--- src/rtl/fault_seq_pkg.sv ---
package fault_seq_pkg;
   typedef enum logic [1:0] {
      ST_RUN     = 2'd0,
      ST_OFF     = 2'd1,
      ST_REFRESH = 2'd2
   } seq_state_t;

   localparam int FLAG_VCC   = 0;
   localparam int FLAG_VBOOT = 1;
   localparam int FLAG_HOT   = 2;
   localparam int NUM_FLAGS  = 3;

   localparam int REFRESH_NUM = 21;
   localparam int REFRESH_DEN = 106;
endpackage

--- src/rtl/flag_qualify.sv ---
module flag_qualify #(
   parameter int DEB_CYC = 4
) (
   input  logic clk,
   input  logic rst_n,
   input  logic raw_i,
   output logic q_o
);
   localparam int CW = (DEB_CYC > 1) ? $clog2(DEB_CYC) : 1;
   localparam logic [CW-1:0] CNT_LAST = CW'(DEB_CYC - 1);

   if (DEB_CYC < 1) begin : g_bad_deb
      $error("flag_qualify: DEB_CYC must be at least 1");
   end

   logic [CW-1:0] run_cnt;

   always_ff @(posedge clk or negedge rst_n) begin
      if (!rst_n) begin
         q_o     <= 1'b0;
         run_cnt <= '0;
      end else if (raw_i == q_o) begin
         run_cnt <= '0;
      end else if (run_cnt == CNT_LAST) begin
         q_o     <= raw_i;
         run_cnt <= '0;
      end else begin
         run_cnt <= run_cnt + 1'b1;
      end
   end

   // an input that agrees with the qualified level never moves it
   p_hold_level_r7: assert property (@(posedge clk) disable iff (!rst_n)
      (raw_i == q_o) |=> $stable(q_o));
endmodule

--- src/rtl/recovery_fsm.sv ---
module recovery_fsm
   import fault_seq_pkg::*;
#(
   parameter int OFF_CYC     = 425,
   parameter int REFRESH_CYC = 105
) (
   input  logic       clk,
   input  logic       rst_n,
   input  logic       trip_i,
   output seq_state_t state_o
);
   localparam int LONGEST = (OFF_CYC > REFRESH_CYC) ? OFF_CYC : REFRESH_CYC;
   localparam int CW      = $clog2(LONGEST + 1);
   localparam logic [CW-1:0] OFF_LAST = CW'(OFF_CYC - 1);
   localparam logic [CW-1:0] REF_LAST = CW'(REFRESH_CYC - 1);

   seq_state_t    state;
   logic [CW-1:0] cnt;

   always_ff @(posedge clk or negedge rst_n) begin
      if (!rst_n) begin
         state <= ST_RUN;
         cnt   <= '0;
      end else if (trip_i) begin
         state <= ST_OFF;
         cnt   <= '0;
      end else begin
         unique case (state)
            ST_OFF: begin
               if (cnt == OFF_LAST) begin
                  state <= ST_REFRESH;
                  cnt   <= '0;
               end else begin
                  cnt <= cnt + 1'b1;
               end
            end
            ST_REFRESH: begin
               if (cnt == REF_LAST) begin
                  state <= ST_RUN;
                  cnt   <= '0;
               end else begin
                  cnt <= cnt + 1'b1;
               end
            end
            default: begin
               state <= ST_RUN;
               cnt   <= '0;
            end
         endcase
      end
   end

   assign state_o = state;

   // a trip always lands in OFF on the next cycle
   p_trip_to_off_r2: assert property (@(posedge clk) disable iff (!rst_n)
      trip_i |=> (state == ST_OFF));
   // OFF never returns straight to RUN
   p_off_no_skip_r3: assert property (@(posedge clk) disable iff (!rst_n)
      (state == ST_OFF && !trip_i) |=> (state != ST_RUN));
   // REFRESH is left only towards RUN when no trip arrives
   p_refresh_exit_r4: assert property (@(posedge clk) disable iff (!rst_n)
      (state == ST_REFRESH && !trip_i) |=> (state != ST_OFF));
   // RUN is kept until a trip
   p_run_holds_r5: assert property (@(posedge clk) disable iff (!rst_n)
      (state == ST_RUN && !trip_i) |=> (state == ST_RUN));
endmodule

--- src/rtl/fault_recovery_seq.sv ---
module fault_recovery_seq
   import fault_seq_pkg::*;
#(
   parameter int PHASES          = 3,
   parameter int RECOVERY_CYC    = 530,
   parameter int MIN_REFRESH_CYC = 16,
   parameter int DEB_CYC         = 4
) (
   input  logic              clk,
   input  logic              rst_n,
   input  logic              oc_trip_i,
   input  logic              vcc_low_i,
   input  logic              vboot_low_i,
   input  logic              hot_i,
   input  logic [PHASES-1:0] hs_phase_i,
   output logic              all_off_o,
   output logic              hs_block_o,
   output logic [PHASES-1:0] refresh_ls_o,
   output logic [1:0]        seq_state_o
);
   localparam int REFRESH_CYC = (RECOVERY_CYC * REFRESH_NUM) / REFRESH_DEN;
   localparam int OFF_CYC     = RECOVERY_CYC - REFRESH_CYC;

   if (REFRESH_CYC < MIN_REFRESH_CYC) begin : g_bad_refresh
      $error("fault_recovery_seq: refresh share shorter than MIN_REFRESH_CYC");
   end
   if (OFF_CYC < 1) begin : g_bad_off
      $error("fault_recovery_seq: off period must be at least one cycle");
   end
   if (PHASES < 1) begin : g_bad_phases
      $error("fault_recovery_seq: PHASES must be at least 1");
   end

   logic [NUM_FLAGS-1:0] flags_raw;
   logic [NUM_FLAGS-1:0] flags_q;
   seq_state_t           state;

   assign flags_raw[FLAG_VCC]   = vcc_low_i;
   assign flags_raw[FLAG_VBOOT] = vboot_low_i;
   assign flags_raw[FLAG_HOT]   = hot_i;

   for (genvar f = 0; f < NUM_FLAGS; f++) begin : g_qual
      flag_qualify #(.DEB_CYC(DEB_CYC)) u_qual (
         .clk   (clk),
         .rst_n (rst_n),
         .raw_i (flags_raw[f]),
         .q_o   (flags_q[f])
      );
   end

   recovery_fsm #(
      .OFF_CYC     (OFF_CYC),
      .REFRESH_CYC (REFRESH_CYC)
   ) u_fsm (
      .clk     (clk),
      .rst_n   (rst_n),
      .trip_i  (oc_trip_i),
      .state_o (state)
   );

   logic supply_dead;
   assign supply_dead = flags_q[FLAG_VCC] | flags_q[FLAG_HOT];

   always_comb begin
      all_off_o    = supply_dead | (state == ST_OFF);
      hs_block_o   = flags_q[FLAG_VBOOT] | (state == ST_REFRESH);
      refresh_ls_o = '0;
      if (state == ST_REFRESH && !supply_dead) begin
         refresh_ls_o = hs_phase_i;
      end
   end

   assign seq_state_o = state;

   // a qualified supply or thermal fault always forces the bridge off
   p_dead_forces_off_r8: assert property (@(posedge clk) disable iff (!rst_n)
      supply_dead |-> all_off_o);
   // refresh enables only appear in REFRESH with the high side blocked
   p_refresh_in_phase_r4: assert property (@(posedge clk) disable iff (!rst_n)
      (refresh_ls_o != '0) |-> (seq_state_o == 2'd2 && hs_block_o && !all_off_o));
   // one-hot phase selection yields one-hot refresh
   p_refresh_onehot_r11: assert property (@(posedge clk) disable iff (!rst_n)
      $onehot0(hs_phase_i) |-> $onehot0(refresh_ls_o));
endmodule

--- config.mk ---
export PLATFORM = sky130hd
export DESIGN_NAME = fault_recovery_seq
export DESIGN_NICKNAME = d
export VERILOG_FILES = /design/src/rtl/fault_seq_pkg.sv /design/src/rtl/flag_qualify.sv /design/src/rtl/recovery_fsm.sv /design/src/rtl/fault_recovery_seq.sv
export SDC_FILE = /design/constraint.sdc
export NUM_CORES = 1
export LEC_CHECK = 0
export ABC_CLOCK_PERIOD_IN_PS = 4300
export BUFFER_PORTS_ARGS = -buffer_cell sky130_fd_sc_hd__buf_2
export CAP_MARGIN = 40
export CORE_AREA = 2 2 54 56
export DETAILED_ROUTE_END_ITERATION = 8
export DIE_AREA = 0 0 56 58
export PLACE_DENSITY = 0.67
export SYNTH_ARGS = -nofsm -noshare
export SYNTH_HDL_FRONTEND = slang
export SYNTH_HIERARCHICAL = 1
export SYNTH_SLANG_ARGS = --single-unit
--- constraint.sdc ---
create_clock -name clk -period 4.3 [get_ports clk]
set_input_delay 0.645 -clock clk [delete_from_list [all_inputs] [get_ports clk]]
set_output_delay 0.645 -clock clk [all_outputs]
set_load 0.1 [all_outputs]
==> metrics.md, run 1 <==
| Metric | Value |
|---|---|
| Clk slew on worst S/H paths | `110 ps` |
| Die W | `56 um` |
| Slew Limit Fails | `0` |
| Routed wire length | `2040 um` |
| Most common cell after layout, fill and taps aside | `dfrtp_1` |
| Die height | `a little under 60 um` |
| Hold slack | `around 260 ps` |
| Setup bufs post-CTS | `0` |
| Initial Util | `42.3%` |
| Synth Area in Simple Gates | `approximately 20%` |
| Fillers | `263` |
| TNS Setup | `0 ps` |
| DP Area | `1230 um2` |
| 1st-iter DRT viols | `28` |
| Post-DR wirelength/cell | `14.3 um` |
| Peak VDD IR | `326 uV` |
| Combinational Power Share | `between 20% and 30%` |
| Grt met3 use | `4.02%` |
| Global route overflow | `0` |
| RSZ-0062 raised after global routing | `false` |
| CP Class | `reg2out` |
| CP required | `3650 ps` |
| Most frequent cells in the layout | `dfrtp_1, buf_2, inv_1, ha_1, a211oi_1` |
| Fin nets | `128` |
| Largest net degree at the start of global routing | `21` |
| Synth Cell Area | `1130 um2` |
| Rows | `19` |
| Worst clock skew | `3.13 ps` |
| Peak Freq | `434 MHz` |
| Final Setup Violations | `0` |
| Avg Inst Size Synth | `12.0 um2` |
| Sw Share | `between 30 and 40%` |
| Minimum clock period | `2300 ps` |
| Synth Area in Compound Gates | `between 10% and 20%` |
| Slew at the pin closest to its max-slew limit | `approximately 750 ps` |
| Xor-xnor portion of the synthesized cell area | `around 4.7%` |
| CTS tree | `yes` |
| First-pass GRT wire length | `3590 um` |
| Status | `completed` |
| Flop pwr share | `45.2%` |
| Netlist cell types | `34` |
| Clock network power share | `25.6%` |
| Number of port buffers | `15` |
| Number of gates resized after cts | `0` |
| Slew HR | `50.1%` |
| CP arrival | `1660 ps` |
| Main combinational cell family by area after synthesis | `simple AND/OR/NAND/NOR gates` |
| Area Overhead vs Synth | `13.8%` |
| MaxCap Viol Count | `0` |
| CTS H-Tree Depth | `1` |
| Syn Nets | `110` |
| Sw power | `0.205 mW` |
| Synth warnings | `6` |
| Antenna violations before repair | `0` |
| M1 GR Usage | `15.2%` |
| Post-route ant nets | `0` |
| CP max FO | `6` |
| Num Clock Sinks | `20` |
| Fin. Hold Viols | `0` |
| Largest area contributor in the netlist | `dfrtp_1` |
| Die footprint | `3250 um2` |
| Post-synthesis cell count | `94` |
| Pwr dens | `466 nW/um2` |
| Hold WC Path Type | `in2async` |
| Ports | `16` |
| Post-synthesis mux area share | `3.00%` |
| Static leakage power | `0.545 nW` |
| GRT Overall Usage | `14.5%` |
| M2 GR Usage | `26.4%` |
| Root buffer cell | `clkbuf_4` |
| Cell area after layout | `1280 um2` |
| Share of post-route cells with drive strength above 1 | `around a third` |
| RePlAce Congestion | `between 0.7 and 0.8` |
| Ranking of synthesized cells by area | `dfrtp_1, ha_1, a211oi_1` |
| First-pass iteration count of the detailed router | `4` |
| DR vias | `800` |
| Post-Synth Adder-Cell Area | `roughly 8%` |
| HPWL Detailed | `1500 um` |
| Bufs on Longest Clock Path | `2` |
| Vias in the first global route | `833` |
| CORE AREA | `2660 um2` |
| Share of the synthesized area in the top cell type | `about 44%` |
| CP startpoint kind | `flip-flop` |
| Synth Register Bits | `20` |
| Fin crit share | `53.6%` |
| Grt peak-use layer | `met2` |
| Element type at the critical path end | `primary output` |
| Internal power | `0.392 mW` |
| Num CTS Buffers | `3` |
| Seq/Total Area, Yosys | `44.4%` |
| Hold buffer count at cts | `0` |
| Residual DRC | `0` |
| Clock Latency Late Sink | `310 ps` |
| Vias per Instance | `5.63` |
| Inserted Diodes | `0` |
-- critical path, cell delays in order, from the launching register on --
cell and delay (ps):
dfrtp_1 470, nor4b_4 310, and2_1 150, buf_2 420
-- layer usage --
layer | wire (um) | vias to the layer above
met1 | 882 | 395
met3 | 100 | 5
met5 | 0 | -
met2 | 1010 | 19
li1 | - | 381
met4 | 43 | 0
-- sequential cells by signal (all words and copies together), names as in the netlist --
| signal | flops |
|---|---|
| g_qual.u_qual/q_o | 3 |
| u_fsm/cnt | 9 |
| u_fsm/state_o | 2 |
| g_qual.u_qual/run_cnt | 6 |
-- cells by family (layout without fill, tap and decap cells) --
logic type / count (synthesis) / after routing
buffers and inverters: 10 / 27
flip-flops: 20 / 20
AO/OA/AOI/OAI: 21 / 21
adder cells (fa/ha/maj): 7 / 7
AND/OR/NAND/NOR: 27 / 27
multiplexers: 3 / 3
XOR/XNOR: 6 / 6
-- cell type report --
cell class	instances	area, um2	share of cell area [%]
Clock buffer	3	22.5	1.76
Clock inverter	1	30.0	2.34
Inverter	8	30.0	2.34
Multi-Input combinational cell	64	584	45.6
Sequential cell	20	500	39.1
Tap cell	31	38.8	3.03
Timing Repair Buffer	15	75.1	5.86
-- synthesized netlist by cell type, drive strengths merged --
library cell  instances
nand3                 4
xnor2                 4
mux2                  3
o41ai                 1
and2                  3
nor4b                 1
inv                   8
dfrtp                20
ha                    7
or3                   3
nand2                 2
o21ai                 5
or3b                  1
nand3b                1
o211ai                2
xor2                  2
nor3                  3
or2                   1
nor2b                 3
nand4                 1
nor2                  1
a211oi                5
o31ai                 2
o31a                  1
or4                   1
buf                   2
a21o                  1
a221oi                4
nand4bb               1
nand4b                1
-- final timing paths --
| check | start | cells after the start | endpoint | slack, ps |
|---|---|---|---|---|
| min | rst_n | 1 | u_fsm/state_o[1] | 260 |
| min in group clk | g_qual[1].u_qual/run_cnt[0] | 1 | g_qual[1].u_qual/run_cnt[0] | 460 |
| max in group asynchronous | rst_n | 1 | g_qual[2].u_qual/q_o | 3740 |
| min reg2reg | g_qual[1].u_qual/run_cnt[0] | 1 | g_qual[1].u_qual/run_cnt[0] | 460 |
| max reg2reg | u_fsm/cnt[0] | 5 | u_fsm/cnt[5] | 2350 |
| max | u_fsm/state_o[0] | 3 | refresh_ls_o[0] | 2000 |
-- per-stage QoR --
step                util, %  setup WS [ps]  cells  power, mW
CTS                    48.1           1980    142      0.606
floorplan                 -            378     94      0.409
detailed placement     46.1           2330    138      0.452
finish                 48.1           2000    142      0.597
global route           48.1           1890    142      0.635
global placement       46.1           2360    138      0.440
-- power groups by stage --
stage	registers (mW)	logic, mW	clock network [mW]
detailed placement	0.275	0.177	0
floorplan	0.271	0.138	0
CTS	0.271	0.178	0.158
global route	0.277	0.193	0.165
global placement	0.270	0.170	0
finish	0.270	0.175	0.153
Note: power is estimated with default switching activity, not from simulation.
==> run 2, diff against run 1 <==
--- a/config.mk
+++ b/config.mk
@@ -5,7 +5,7 @@
 export SDC_FILE = /design/constraint.sdc
 export NUM_CORES = 1
 export LEC_CHECK = 0
-export ABC_CLOCK_PERIOD_IN_PS = 4300
+export ABC_CLOCK_PERIOD_IN_PS = 2200
 export BUFFER_PORTS_ARGS = -buffer_cell sky130_fd_sc_hd__buf_2
 export CAP_MARGIN = 40
 export CORE_AREA = 2 2 54 56
==> constraint.sdc (replaced) <==
create_clock -name clk -period 2.2 [get_ports clk]
set_input_delay 0.33 -clock clk [delete_from_list [all_inputs] [get_ports clk]]
set_output_delay 0.33 -clock clk [all_outputs]
set_load 0.1 [all_outputs]
==> metrics.md, run 2 (synthesis gave the netlist of run 1 again) <==
| Metric | Value |
|---|---|
| Status | `completed (unchanged)` |
| HPWL Detailed | `1440 um (was 1500 um)` |
| Num CTS Buffers | `3 (unchanged)` |
| CP delay by family, top | `flip-flops (unchanged)` |
| CP Class | `reg2out (unchanged)` |
| Slowest stage delay, CP | `510 ps (was 470 ps)` |
| Largest net degree at the start of global routing | `21 (unchanged)` |
| Top flop regs | `u_fsm/cnt: 9 flops, g_qual.u_qual/run_cnt: 6 flops, g_qual.u_qual/q_o: 3 flops (unchanged)` |
| Total power draw | `1.16 mW (was 0.597 mW)` |
| Fin. Hold Viols | `0 (unchanged)` |
| Antenna violations before repair | `0 (unchanged)` |
| Residual DRC | `0 (unchanged)` |
| CP startpoint kind | `flip-flop (unchanged)` |
| Setup WS post-layout | `201 ps (was 2000 ps)` |
| CTS H-Tree Depth | `1 (unchanged)` |
| Die footprint | `3250 um2 (unchanged)` |
| Final Setup Violations | `0 (unchanged)` |
| Die W | `56 um (unchanged)` |
| Top reg by flops | `u_fsm/cnt (unchanged)` |
| Vias in the first global route | `735 (was 833)` |
| Bufs on Longest Clock Path | `2 (unchanged)` |
| RePlAce Congestion | `0.793 (was 0.742)` |
| Reg2Reg Depth | `6 (was 5)` |
| Rows | `19 (unchanged)` |
| CP required | `1870 ps (was 3650 ps)` |
| Clk slew on worst S/H paths | `110 ps (about the same)` |
| CP arrival | `1670 ps (was 1660 ps)` |
| Static leakage power | `0.555 nW (was 0.545 nW)` |
| Slowest CP cell | `dfrtp_1 (unchanged)` |
| CORE AREA | `2660 um2 (unchanged)` |
| TNS Setup | `0 ps (unchanged)` |
| Most frequent cells in the layout | `dfrtp_1, buf_2, inv_1, ha_1, a211oi_1 (unchanged)` |
| Element type at the critical path end | `primary output (unchanged)` |
| Die height | `58 um (unchanged)` |
| Inserted Diodes | `0 (unchanged)` |
| Post-DR wirelength/cell | `13.4 um (was 14.3 um)` |
| DR vias | `783 (was 800)` |
| Slew at the pin closest to its max-slew limit | `489 ps (was 746 ps)` |
| Root buffer cell | `clkbuf_4 (unchanged)` |
| First-pass GRT wire length | `3290 um (was 3590 um)` |
| Minimum clock period | `between 1500 and 2000 ps` |
| 1st-iter DRT viols | `22 (was 28)` |
| MaxCap Viol Count | `0 (unchanged)` |
| Setup bufs post-CTS | `0 (unchanged)` |
| GRT Overall Usage | `13.1% (was 14.5%)` |
| Largest register FFs | `9 (unchanged)` |
| Share of post-route cells with drive strength above 1 | `36.3% (was 31.5%)` |
| Most common cell after layout, fill and taps aside | `dfrtp_1 (unchanged)` |
| Cell breakdown of the critical path | `nor4b_4, and2_2, buf_2 (was nor4b_4, and2_1, buf_2)` |
| Vias per Instance | `5.44 (was 5.63)` |
| Area Overhead vs Synth | `16.1% (was 13.8%)` |
| DP Worst Slack | `423 ps (was 2330 ps)` |
| Ports | `16 (unchanged)` |
| Global route overflow | `0 (unchanged)` |
| Clock Latency Late Sink | `290 ps (was 310 ps)` |
| First-pass iteration count of the detailed router | `4 (unchanged)` |
| Fin crit share | `90.9%` |
| Pwr dens | `886 nW/um2 (was 466 nW/um2)` |
| Hold path cells | `2` |
| CTS tree | `yes (unchanged)` |
| Hold WC Path Type | `in2reg (was in2async)` |
| Worst path depth | `3 (unchanged)` |
| Post-route ant nets | `0 (unchanged)` |
| Initial Util | `42.3% (unchanged)` |
| Peak Freq | `500 MHz` |
| Fin nets | `130 (was 128)` |
| Peak VDD IR | `563 uV (was 326 uV)` |
| Crit path buf inv count | `1 (unchanged)` |
| Slew HR | `67.6% (was 50.1%)` |
| Slew Limit Fails | `0 (unchanged)` |
| RSZ-0062 raised after global routing | `false (unchanged)` |
| Worst clock skew | `6.17 ps (was 3.13 ps)` |
| Number of port buffers | `15 (unchanged)` |
| CP max FO | `7 (was 6)` |
| Num Clock Sinks | `20 (unchanged)` |
| Routed wire length | `1930 um (was 2040 um)` |
[run 2: worst reg2reg max path, cell delays in order, from the launching register on]
cell and delay [ps]:
dfrtp_1 430, inv_1 70, ha_1 180, nand4bb_4 160, o41ai_4 480, buf_4 240
a211oi_1 80
[run 2: cell type report]
type | count | area (um2)
flip-flops and latches | 20 | 502
inverters | 8 | 30.0
multi-input cells | 64 | 592
repair buffers | 17 | 92.6
clock inverters | 1 | 30.0
fillers | 245 | 1360
well taps | 31 | 38.8
clock buffers | 3 | 22.5
[run 2: final timing paths]
check                      slack, ps                           to                        start
max reg2reg                      420                 u_fsm/cnt[2]                 u_fsm/cnt[0]
max                              200              refresh_ls_o[0]             u_fsm/state_o[1]
min reg2reg                      460  g_qual[0].u_qual/run_cnt[0]  g_qual[0].u_qual/run_cnt[0]
max in group asynchronous       1380             u_fsm/state_o[0]                        rst_n
min                              260             u_fsm/state_o[1]                    oc_trip_i
min in group asynchronous        490         g_qual[2].u_qual/q_o                        rst_n
[run 2: timing repair]
action	CTS	global route
resized for setup	0	0
endpoints found under the hold margin	20	0
hold buffers	1	0
[run 2: stage by stage]
stage	util [%]	cell area, um2	hold WS (ps)	cells
finish	49.1	1310	260	144
global placement	46.8	1240	301	139
floorplan	-	1130	34.4	94
detailed placement	46.8	1240	302	139
global route	49.1	1310	253	144
CTS	49.1	1310	246	144
[run 2: where the power goes]
| group | internal [mW] | switching [mW] | leakage (nW) |
|---|---|---|---|
| registers | 0.448 | 0.0747 | 0.260 |
| logic | 0.135 | 0.206 | 0.267 |
| clock network | 0.184 | 0.110 | 0.0279 |
[run 2: metal layers]
metal | wire length [um] | vias up | GRT usage [%]
met3 | 116 | 2 | 3.35
met4 | 10 | 0 | 5.44
met1 | 928 | 369 | 17.6
met5 | 0 | - | 0
li1 | - | 388 | -
met2 | 870 | 24 | 20.2
==> run 3, diff against run 2 <==
--- a/config.mk
+++ b/config.mk
@@ -12,6 +12,7 @@
 export DETAILED_ROUTE_END_ITERATION = 8
 export DIE_AREA = 0 0 56 58
 export PLACE_DENSITY = 0.67
+export SETUP_SLACK_MARGIN = 0.3
 export SYNTH_ARGS = -nofsm -noshare
 export SYNTH_HDL_FRONTEND = slang
 export SYNTH_HIERARCHICAL = 1
==> metrics.md, run 3 (synthesis gave the netlist of run 1 again) <==
| Metric | Value |
|---|---|
| Status | `completed (unchanged)` |
| Antenna violations before repair | `0 (unchanged)` |
| CORE AREA | `2660 um2 (unchanged)` |
| Fillers | `227 (was 245)` |
| Peak VDD IR | `569 uV (was 563 uV)` |
| Slew HR | `67.8% (was 67.6%)` |
| First-pass iteration count of the detailed router | `4 (unchanged)` |
| Share of post-route cells with drive strength above 1 | `36.8% (was 36.3%)` |
| Number of port buffers | `15 (unchanged)` |
| Slew Limit Fails | `0 (unchanged)` |
| Register Area | `505 um2 (was 502 um2)` |
| Rows | `19 (unchanged)` |
| Inserted Diodes | `0 (unchanged)` |
| DP Worst Slack | `442 ps (was 423 ps)` |
| Most frequent cells in the layout | `dfrtp_1, buf_2, inv_1, ha_1, a211oi_1 (unchanged)` |
| Worst clock skew | `6.77 ps (was 6.17 ps)` |
| DP Area | `1260 um2 (was 1240 um2)` |
| Slowest stage delay, CP | `520 ps (was 510 ps)` |
| MaxCap Viol Count | `0 (unchanged)` |
| CP Class | `reg2out (unchanged)` |
| Fin cells | `145 (was 144)` |
| Static leakage power | `0.555 nW (about the same)` |
| Peak Freq | `547 MHz (was 500 MHz)` |
| Setup WS post-layout | `372 ps (was 201 ps)` |
| Minimum clock period | `1830 ps (was 2000 ps)` |
| DR vias | `812 (was 783)` |
| Fin nets | `131 (was 130)` |
| Largest net degree at the start of global routing | `21 (unchanged)` |
| Total power draw | `1.06 mW (was 1.16 mW)` |
| Slew at the pin closest to its max-slew limit | `486 ps (was 489 ps)` |
| Post-DR wirelength/cell | `14.2 um (was 13.4 um)` |
| HPWL Detailed | `1470 um (was 1440 um)` |
| Bufs on Longest Clock Path | `2 (unchanged)` |
| Num CTS Buffers | `3 (unchanged)` |
| Final Setup Violations | `0 (unchanged)` |
| Die W | `56 um (unchanged)` |
| Clk slew on worst S/H paths | `100 ps (was 110 ps)` |
| Clock Latency Late Sink | `300 ps (was 290 ps)` |
| Cell area after layout | `1350 um2 (was 1310 um2)` |
| CP arrival | `1500 ps (was 1670 ps)` |
| Fin crit share | `83.1% (was 90.9%)` |
| TNS Setup | `0 ps (unchanged)` |
| Vias in the first global route | `793 (was 735)` |
| Root buffer cell | `clkbuf_4 (unchanged)` |
| Initial Util | `42.3% (unchanged)` |
| Largest register FFs | `9 (unchanged)` |
| Die footprint | `3250 um2 (unchanged)` |
| Top flop regs | `u_fsm/cnt: 9 flops, g_qual.u_qual/run_cnt: 6 flops, g_qual.u_qual/q_o: 3 flops (unchanged)` |
| RePlAce Congestion | `0.863 (was 0.793)` |
| Global route overflow | `0 (unchanged)` |
| CP max FO | `4 (was 7)` |
| CTS H-Tree Depth | `1 (unchanged)` |
| CP required | `1870 ps (about the same)` |
| Post-layout util | `50.7% (was 49.1%)` |
| Most common cell after layout, fill and taps aside | `dfrtp_1 (unchanged)` |
| Cell breakdown of the critical path | `nor4b_4, and2_4, buf_12 (was nor4b_4, and2_2, buf_2)` |
| First-pass GRT wire length | `3630 um (was 3290 um)` |
| CTS tree | `yes (unchanged)` |
| Element type at the critical path end | `primary output (unchanged)` |
| Vias per Instance | `5.60 (was 5.44)` |
| Hold WC Path Type | `in2reg (unchanged)` |
| RSZ-0062 raised after global routing | `true (was false)` |
| Hold slack | `265 ps (was 260 ps)` |
| Residual DRC | `0 (unchanged)` |
| Ports | `16 (unchanged)` |
| Num Clock Sinks | `20 (unchanged)` |
| Post-route ant nets | `0 (unchanged)` |
| Area Overhead vs Synth | `19.8% (was 16.1%)` |
| Placed Cells | `139 (unchanged)` |
| Die height | `58 um (unchanged)` |
| Slowest CP cell | `dfrtp_4 (was dfrtp_1)` |
| CP startpoint kind | `flip-flop (unchanged)` |
| 1st-iter DRT viols | `22 (unchanged)` |
| GRT Overall Usage | `14.3% (was 13.1%)` |
| Pwr dens | `784 nW/um2 (was 886 nW/um2)` |
| Routed wire length | `2060 um (was 1930 um)` |
| Area of the multi-input gates | `603 um2 (was 592 um2)` |
| Top reg by flops | `u_fsm/cnt (unchanged)` |
| Fin. Hold Viols | `0 (unchanged)` |
==> run 3: layout make-up <==
cell class | instances | area share [%]
well taps | 31 | 2.88
repair buffers | 18 | 10.8
flip-flops and latches | 20 | 37.5
clock buffers | 4 | 1.95
inverters | 8 | 2.23
multi-input cells | 64 | 44.7
==> run 3: worst paths after layout <==
| check | start | end | slack, ps | cells after the start |
|---|---|---|---|---|
| min in group asynchronous | rst_n | u_fsm/cnt[8] | 490 | 2 |
| max | u_fsm/state_o[0] | refresh_ls_o[1] | 370 | 3 |
| min reg2reg | g_qual[0].u_qual/run_cnt[0] | g_qual[0].u_qual/run_cnt[0] | 460 | 1 |
| max in group asynchronous | rst_n | u_fsm/state_o[0] | 1350 | 2 |
| min | oc_trip_i | u_fsm/state_o[1] | 270 | 2 |
| max reg2reg | u_fsm/cnt[0] | u_fsm/cnt[4] | 420 | 6 |
==> run 3: worst max-delay path, delay by kind of cell (launching register included) <==
kind	cells	cell delay (ps)
and+or+nand+nor	2	530
DFF	1	520
buffers and inverters	1	170
==> run 3: timing repair <==
action | in CTS | in global routing
gates resized for setup | 6 | 9
setup endpoints to repair | 3 | 3
setup buffers | 0 | 1
hold buffers | 1 | 0
pin swaps | 0 | 1
hold endpoints to repair | 20 | 0
==> run 3: per-layer routing <==
layer	vias up	routed length (um)	GRT usage [%]
met1	393	902	18.4
met5	-	0	0
met3	4	130	5.80
li1	390	-	-
met2	25	995	22.7
met4	0	28	3.74
==> run 3: report_power, final <==
| group | switching, mW | internal, mW |
|---|---|---|
| Sequential | 0.0758 | 0.449 |
| Combinational | 0.217 | 0.138 |
| Clock | 0.108 | 0.0705 |
